File: config.mk
export PLATFORM = sky130hd
export DESIGN_NAME = bstream_window_counter
export DESIGN_NICKNAME = d
export VERILOG_FILES = /design/src/rtl/bswc_pkg.sv /design/src/rtl/bswc_window_gen.sv /design/src/rtl/bswc_gated_counter.sv /design/src/rtl/bswc_capture.sv /design/src/rtl/bstream_window_counter.sv
export SDC_FILE = /design/constraint.sdc
export NUM_CORES = 1
export LEC_CHECK = 0
export BUFFER_PORTS_ARGS = -buffer_cell sky130_fd_sc_hd__clkbuf_2
export CAP_MARGIN = 20
export CORE_ASPECT_RATIO = 1.5
export CORE_MARGIN = 1.5
export CORE_UTILIZATION = 54
export CTS_CLUSTER_SIZE = 30
export DETAILED_ROUTE_END_ITERATION = 16
export GPL_ROUTABILITY_DRIVEN = 0
export PLACE_DENSITY_LB_ADDON = 0.08
export SETUP_SLACK_MARGIN = 0.15
export SYNTH_ARGS = -nofsm -noshare
export SYNTH_HDL_FRONTEND = slang
export SYNTH_SLANG_ARGS = --single-unit
File: constraint.sdc
create_clock -name clk -period 6.8 [get_ports clk]
set_input_delay 1.02 -clock clk [delete_from_list [all_inputs] [get_ports clk]]
set_output_delay 1.02 -clock clk [all_outputs]
set_load 0.01 [all_outputs]
File: src/rtl/bswc_pkg.sv
package bswc_pkg;

    typedef enum logic [1:0] {
        WIN_OFF  = 2'd0,
        WIN_ON   = 2'd1,
        WIN_LAST = 2'd2
    } win_state_e;

    // Next phase of the window timebase; periods 0 and 1 pin the phase at 0.
    function automatic logic [31:0] phase_step(input logic [31:0] ph,
                                               input logic [31:0] per);
        if (per <= 32'd1 || ph >= per - 32'd1)
            return 32'd0;
        return ph + 32'd1;
    endfunction

    // Saturating conditional increment.
    function automatic logic [31:0] sat_inc(input logic [31:0] v,
                                            input logic [31:0] maxv,
                                            input logic        inc);
        if (!inc)
            return v;
        if (v >= maxv)
            return maxv;
        return v + 32'd1;
    endfunction

endpackage

File: src/rtl/bswc_window_gen.sv
module bswc_window_gen
    import bswc_pkg::*;
#(
    parameter int PER_W = 16
) (
    input  logic             clk,
    input  logic             rst,
    input  logic [PER_W-1:0] period,
    input  logic [PER_W-1:0] high_time,
    output logic             win_o,
    output logic             last_o,
    output win_state_e       state_o
);

    logic [PER_W-1:0] ph_q;
    logic [PER_W-1:0] ph_n;
    logic             win_next;

    always_comb begin
        ph_n     = PER_W'(phase_step(32'(ph_q), 32'(period)));
        win_o    = (ph_q < high_time);
        win_next = (ph_n < high_time);
        last_o   = win_o && !win_next;
        if (last_o)
            state_o = WIN_LAST;
        else if (win_o)
            state_o = WIN_ON;
        else
            state_o = WIN_OFF;
    end

    always_ff @(posedge clk) begin
        if (rst)
            ph_q <= '0;
        else
            ph_q <= ph_n;
    end

    // a phase at or past the period must wrap on the next edge
    p_phase_wrap_r1: assert property (@(posedge clk) disable iff (rst)
        (ph_q >= period) |=> (ph_q == '0));

    // inside the period the phase advances by one
    p_phase_step_r1: assert property (@(posedge clk) disable iff (rst)
        (period > PER_W'(1) && ph_q < period - PER_W'(1)) |=> (ph_q == $past(ph_q) + PER_W'(1)));

endmodule

File: src/rtl/bswc_gated_counter.sv
module bswc_gated_counter
    import bswc_pkg::*;
#(
    parameter int CNT_W = 16
) (
    input  logic             clk,
    input  logic             rst,
    input  logic             bit_in,
    input  win_state_e       win_state,
    output logic [CNT_W-1:0] count_o,
    output logic [CNT_W-1:0] close_val_o
);

    localparam logic [CNT_W-1:0] CNT_MAX = {CNT_W{1'b1}};

    logic             gate;
    logic             closing;
    logic [CNT_W-1:0] cnt_q;

    always_comb begin
        gate        = bit_in && (win_state != WIN_OFF);
        closing     = (win_state == WIN_LAST);
        close_val_o = CNT_W'(sat_inc(32'(cnt_q), 32'(CNT_MAX), gate));
    end

    always_ff @(posedge clk) begin
        if (rst)
            cnt_q <= '0;
        else if (closing)
            cnt_q <= '0;
        else
            cnt_q <= close_val_o;
    end

    assign count_o = cnt_q;

    // the last window cycle clears the running count
    p_clear_at_close_r4: assert property (@(posedge clk) disable iff (rst)
        closing |=> (cnt_q == '0));

    // no gated bit, no change
    p_hold_when_idle_r2: assert property (@(posedge clk) disable iff (rst)
        (!gate && !closing) |=> (cnt_q == $past(cnt_q)));

    // a gated bit below the ceiling advances by exactly one
    p_step_when_gated_r2: assert property (@(posedge clk) disable iff (rst)
        (gate && !closing && cnt_q != CNT_MAX) |=> (cnt_q == $past(cnt_q) + CNT_W'(1)));

    // the ceiling is sticky until the window closes
    p_no_overflow_r6: assert property (@(posedge clk) disable iff (rst)
        (cnt_q == CNT_MAX && !closing) |=> (cnt_q == CNT_MAX));

endmodule

File: src/rtl/bswc_capture.sv
module bswc_capture
    import bswc_pkg::*;
#(
    parameter int CNT_W = 16
) (
    input  logic             clk,
    input  logic             rst,
    input  win_state_e       win_state,
    input  logic [CNT_W-1:0] close_val,
    output logic [CNT_W-1:0] result_o,
    output logic             valid_o
);

    typedef struct packed {
        logic [CNT_W-1:0] value;
        logic             valid;
    } capture_t;

    capture_t cap_q;
    capture_t cap_n;

    always_comb begin
        cap_n       = cap_q;
        cap_n.valid = 1'b0;
        if (win_state == WIN_LAST) begin
            cap_n.value = close_val;
            cap_n.valid = 1'b1;
        end
    end

    always_ff @(posedge clk) begin
        if (rst)
            cap_q <= '0;
        else
            cap_q <= cap_n;
    end

    assign result_o = cap_q.value;
    assign valid_o  = cap_q.valid;

    // valid is a single-cycle pulse
    p_single_pulse_r5: assert property (@(posedge clk) disable iff (rst)
        valid_o |=> !valid_o);

    // the result only moves together with a valid pulse
    p_result_hold_r5: assert property (@(posedge clk) disable iff (rst)
        !valid_o |-> $stable(result_o));

endmodule

File: src/rtl/bstream_window_counter.sv
module bstream_window_counter
    import bswc_pkg::*;
#(
    parameter int CNT_W = 16,
    parameter int PER_W = 16
) (
    input  logic             clk,
    input  logic             rst,
    input  logic             bit_in,
    input  logic [PER_W-1:0] win_period,
    input  logic [PER_W-1:0] win_high,
    output logic [CNT_W-1:0] count_out,
    output logic             count_valid,
    output logic             window_out
);

    win_state_e       wstate;
    logic             win;
    logic             last;
    logic [CNT_W-1:0] running;
    logic [CNT_W-1:0] close_val;

    bswc_window_gen #(.PER_W(PER_W)) u_win (
        .clk       (clk),
        .rst       (rst),
        .period    (win_period),
        .high_time (win_high),
        .win_o     (win),
        .last_o    (last),
        .state_o   (wstate)
    );

    bswc_gated_counter #(.CNT_W(CNT_W)) u_cnt (
        .clk         (clk),
        .rst         (rst),
        .bit_in      (bit_in),
        .win_state   (wstate),
        .count_o     (running),
        .close_val_o (close_val)
    );

    bswc_capture #(.CNT_W(CNT_W)) u_cap (
        .clk       (clk),
        .rst       (rst),
        .win_state (wstate),
        .close_val (close_val),
        .result_o  (count_out),
        .valid_o   (count_valid)
    );

    assign window_out = win;

    // a valid pulse always follows a cycle in which the window was high
    p_valid_after_window_r3: assert property (@(posedge clk) disable iff (rst)
        $rose(count_valid) |-> $past(win));

    // a window that never closes raises no valid pulse
    p_no_close_r7: assert property (@(posedge clk) disable iff (rst)
        (win_high == '0 || win_high >= win_period) |=> !count_valid);

    // the capture edge leaves the running count at zero
    p_restart_r4: assert property (@(posedge clk) disable iff (rst)
        count_valid |-> (running == '0));

endmodule

==> impl_metrics.env <==
export IMPL_vias_in_the_first_global_route=3257
export IMPL_power_density_nw_per_um2=141.7
export IMPL_async_set_reset_flop_share_out_of_synthesis=0
export IMPL_critical_path_cell_chain="clkbuf_2 > or4_4 > nor3_4 > nand2_1 > nor3_1 > xnor2_1 > ha_1 > a21oi_1 > nand2_1 > a2111oi_0 > o21a_1 > o21ai_2 > buf_6 > nor2_1 > ha_1 > a211oi_1 > o21ai_0 > a21oi_1 > o211ai_1 > nand2_1 > nand3_1 > a311oi_1"
export IMPL_worst_path_dominant_cell_family="simple AND/OR/NAND/NOR gates"
export IMPL_die_h_um=104.0
export IMPL_layout_cell_area_non_filler_um2=4089
export IMPL_route_met2_wl_mm=4.504
export IMPL_overall_routing_resource_usage=0.2310
export IMPL_drt_drc_violations_left=0
export IMPL_antenna_violating_nets_post_route=0
export IMPL_detailed_place_hpwl_mm=6.717
export IMPL_synth_xor_area_share=0.08583
export IMPL_htree_levels=2
export IMPL_setup_viol=0
export IMPL_cts_root_to_sink_buffers=2
export IMPL_timing_worst_slew_pin_value_ps=799.5
export IMPL_vias=3344
export IMPL_cellLeakagePower_nw=1.817
export IMPL_core_footprint_um2=6531
export IMPL_critPathSlowestCell="or4_4"
export IMPL_kind_of_end_point_of_the_critical_path="flip-flop"
export IMPL_run_status="complete, no violations"
export IMPL_number_of_antenna_violations_at_the_first_check_in_global_routing=0
export IMPL_min_delay_path_class="reg2reg"
export IMPL_io_pin_count=53
export IMPL_timing_critical_path_to="u_cnt.count_o[10]$_SDFF_PP0_"
export IMPL_mapped_cell_area_um2=3674
export IMPL_max_freq_ghz=0.1632
export IMPL_critical_path_n_buffers_inverters=2
export IMPL_antenna_cells=0
export IMPL_netlist_instances=453
export IMPL_first_iter_violations=192
export IMPL_postCtsSetupRepairBufs=0
export IMPL_whs_ps=466.0
export IMPL_gr_total_overflow=0
export IMPL_finalPower_mw=0.5796
export IMPL_rsz_0062_raised_after_global_routing="no"
export IMPL_final_instance_count_excl_fill=574
export IMPL_numCtsBuffers=5
export IMPL_critical_path_arrival_ps=6330
export IMPL_place_detailed_instances=565
export IMPL_worstReg2RegEnd="u_cnt.count_o[10]$_SDFF_PP0_"
export IMPL_cts_repair_resized=0
export IMPL_synth_area_per_cell_um2=8.109
export IMPL_area_delta_synth_final_pct=11.31
export IMPL_dr_pass1_iters=4
export IMPL_synth_seq_cells=49
export IMPL_worstSetupPathType="in2reg"
export IMPL_initial_utilization=0.5625
export IMPL_portBuffers=52
export IMPL_largest_net_degree_at_the_start_of_global_routing=35
export IMPL_wl_mm=8.254
export IMPL_routed_via_density=5.826
export IMPL_rows=36
export IMPL_finalMaxSlewViolations=0
export IMPL_layout_drive_gt1_share=0.1586
export IMPL_timing_clock_skew_ps=9.855
export IMPL_dieArea_um2=7317
export IMPL_rr_startpoint="u_win.ph_q[0]$_SDFF_PP0_"
export IMPL_r2r_worst_path_depth=17
export IMPL_postSynth_topFlopCell="dfxtp_1"
export IMPL_clkTransAtPathRegs_ps=100
export IMPL_routedWlPerCell_um=14.38
export IMPL_crit_path_max_incr_delay_ps=570
export IMPL_mappedNetlistNets=538
export IMPL_die_width_um=70.35
export IMPL_worst_r2r_setup_slack_ps=2190
export IMPL_tritoncts="yes"
export IMPL_place_area_um2=3965
export IMPL_timing_max_slew_rel_slack=0.4670
export IMPL_critPathMostFrequentCell="nand2_1"
export IMPL_top_layer_used="met4"
export IMPL_synth_yosys_warnings=0
export IMPL_setup_worst_path_start="win_period[2]"
export IMPL_setup_tns_ps=0
export IMPL_final_hold_vios=0
export IMPL_worst_path_stages=22
export IMPL_synth_area_mux_share=0.005450
export IMPL_startpoint_type="input port"
export IMPL_wirelength_met1_mm=3.320
export IMPL_final_worst_path_period_share=0.9013
export IMPL_max_cap_violations=0
export IMPL_synth_edf_count=0
export IMPL_met3_length_um=183
export IMPL_irDropWorstVdd_uv=79.94
export IMPL_clock_latency_ps=310
export IMPL_period_minus_slack_ps=6129
export IMPL_seq_area_frac_synth=0.2670
export IMPL_yosys_area_share_adder=0.1703
export IMPL_nNetsFinal=582
export IMPL_worst_path_fanout_max=17
export IMPL_clock_root_buffer="clkbuf_8"
export IMPL_synth_top_family_by_area="simple AND/OR/NAND/NOR gates"
export IMPL_clock_sinks=49
export IMPL_worst_endpoint_required_ps=7000
export IMPL_ctsHoldBuffers=0
export IMPL_synth_unique_cells=46
export IMPL_synth_simple_area_share=0.2364
export IMPL_grt_first_pass_wirelength_mm=13.92
export IMPL_synth_compound_area_share=0.1734
layout by cell type, fill, tap and decap left out, types with 5 or more instances in the layout:
cell,Yosys,routed
xor2_1,13,13
nand3_1,18,18
dfxtp_1,49,49
ha_1,50,50
and4_1,5,5
nor2_1,46,46
inv_1,37,37
a21oi_1,29,29
clkbuf_2,0,52
nand2_1,32,32
a221oi_1,6,6
and3_1,12,12
nor3_1,23,23
xnor2_1,23,23
o21ai_0,16,15
a211oi_1,9,9
clkbuf_8,0,5
nand4_1,16,16
nor4_1,6,6
kinds of logic (layout without fill, tap and decap cells):
group	after synthesis	count (layout)
buf+inv	56	101
flops	49	49
xor+xnor	36	36
mux	2	2
fa+ha+maj	50	50
simple gates	170	170
compound gates	90	90
registers in the layout, summed over array words and instances (netlist names):
signal and cells:
u_cnt.count_o 16, u_win.ph_q 16, u_cap.result_o 16, u_cap.valid_o 1
how the worst min path moves through the flow:
| stage | startpoint | end | slack (ps) | depth (start not counted) |
|---|---|---|---|---|
| after floorplan | u_cap.result_o[2]$_SDFFE_PP0N_ | u_cap.result_o[2]$_SDFFE_PP0N_ | 490 | 2 |
| after global placement | u_cap.result_o[2]$_SDFFE_PP0N_ | u_cap.result_o[2]$_SDFFE_PP0N_ | 450 | 2 |
| after detailed placement | u_cap.result_o[9]$_SDFFE_PP0N_ | u_cap.result_o[9]$_SDFFE_PP0N_ | 450 | 2 |
| after CTS | u_cap.result_o[9]$_SDFFE_PP0N_ | u_cap.result_o[9]$_SDFFE_PP0N_ | 470 | 2 |
| after global routing | u_cap.result_o[9]$_SDFFE_PP0N_ | u_cap.result_o[9]$_SDFFE_PP0N_ | 490 | 2 |
| final | u_cap.result_o[9]$_SDFFE_PP0N_ | u_cap.result_o[9]$_SDFFE_PP0N_ | 470 | 2 |
worst reg2reg max path, stage by stage (launching register included):
cell and delay (ps):
dfxtp_1 480, inv_1 80, ha_1 280, nor2b_1 40
o21ai_0 210, a21oi_1 110, o21a_1 230, o21ai_2 510
buf_6 250, nor2_1 70, ha_1 280, a211oi_1 230
o21ai_0 150, a21oi_1 170, o211ai_1 150, nand2_1 320
nand3_1 550, a311oi_1 390
power breakdown:
| part | switching (mW) | internal [mW] | leakage [nW] |
|---|---|---|---|
| clock | 0.105 | 0.110 | 0.0585 |
| sequential | 0.00451 | 0.290 | 0.396 |
| combinational | 0.0415 | 0.0288 | 1.36 |
| total | 0.151 | 0.429 | 1.82 |
Yosys cell counts, types with 4 or more instances:
cell type,n,share of area
nand3_1,18,0.025
nand2_1,32,0.033
a21o_1,4,0.0082
a221oi_1,6,0.014
xor2_1,13,0.031
nor2_1,46,0.047
a221oi_2,4,0.016
clkbuf_1,15,0.015
dfxtp_1,49,0.27
ha_1,50,0.17
o21ai_0,16,0.022
inv_1,37,0.038
xnor2_1,23,0.055
a211oi_1,9,0.018
a21oi_1,29,0.040
nor4_1,6,0.010
and4_1,5,0.012
nor3_1,23,0.031
and3_1,12,0.020
nand4_1,16,0.027
layer usage:
layer / track usage / up-vias
met4: 0.1071 / 0
met2: 0.4515 / 69
met3: 0.01841 / 20
li1: - / 1724
met1: 0.2390 / 1531
met5: 0 / -
area by class of cell:
class	instances	area, um2
flip-flops and latches	49	980.9
repair buffers	56	291.5
fillers	621	2442
clock inverters	3	43.79
well taps	76	95.09
multi-input cells	348	2470
clock buffers	5	68.82
inverters	37	138.9
per-stage QoR:
| stage | utilization | worst slack (ps) |
|---|---|---|
| floorplan | - | 1439 |
| global placement | 0.6063 | 291.9 |
| detailed placement | 0.6071 | 237.5 |
| CTS | 0.6243 | 553.2 |
| global route | 0.6261 | 267.2 |
| finish | 0.6261 | 671.0 |
Power figures use the tool's default switching activity.
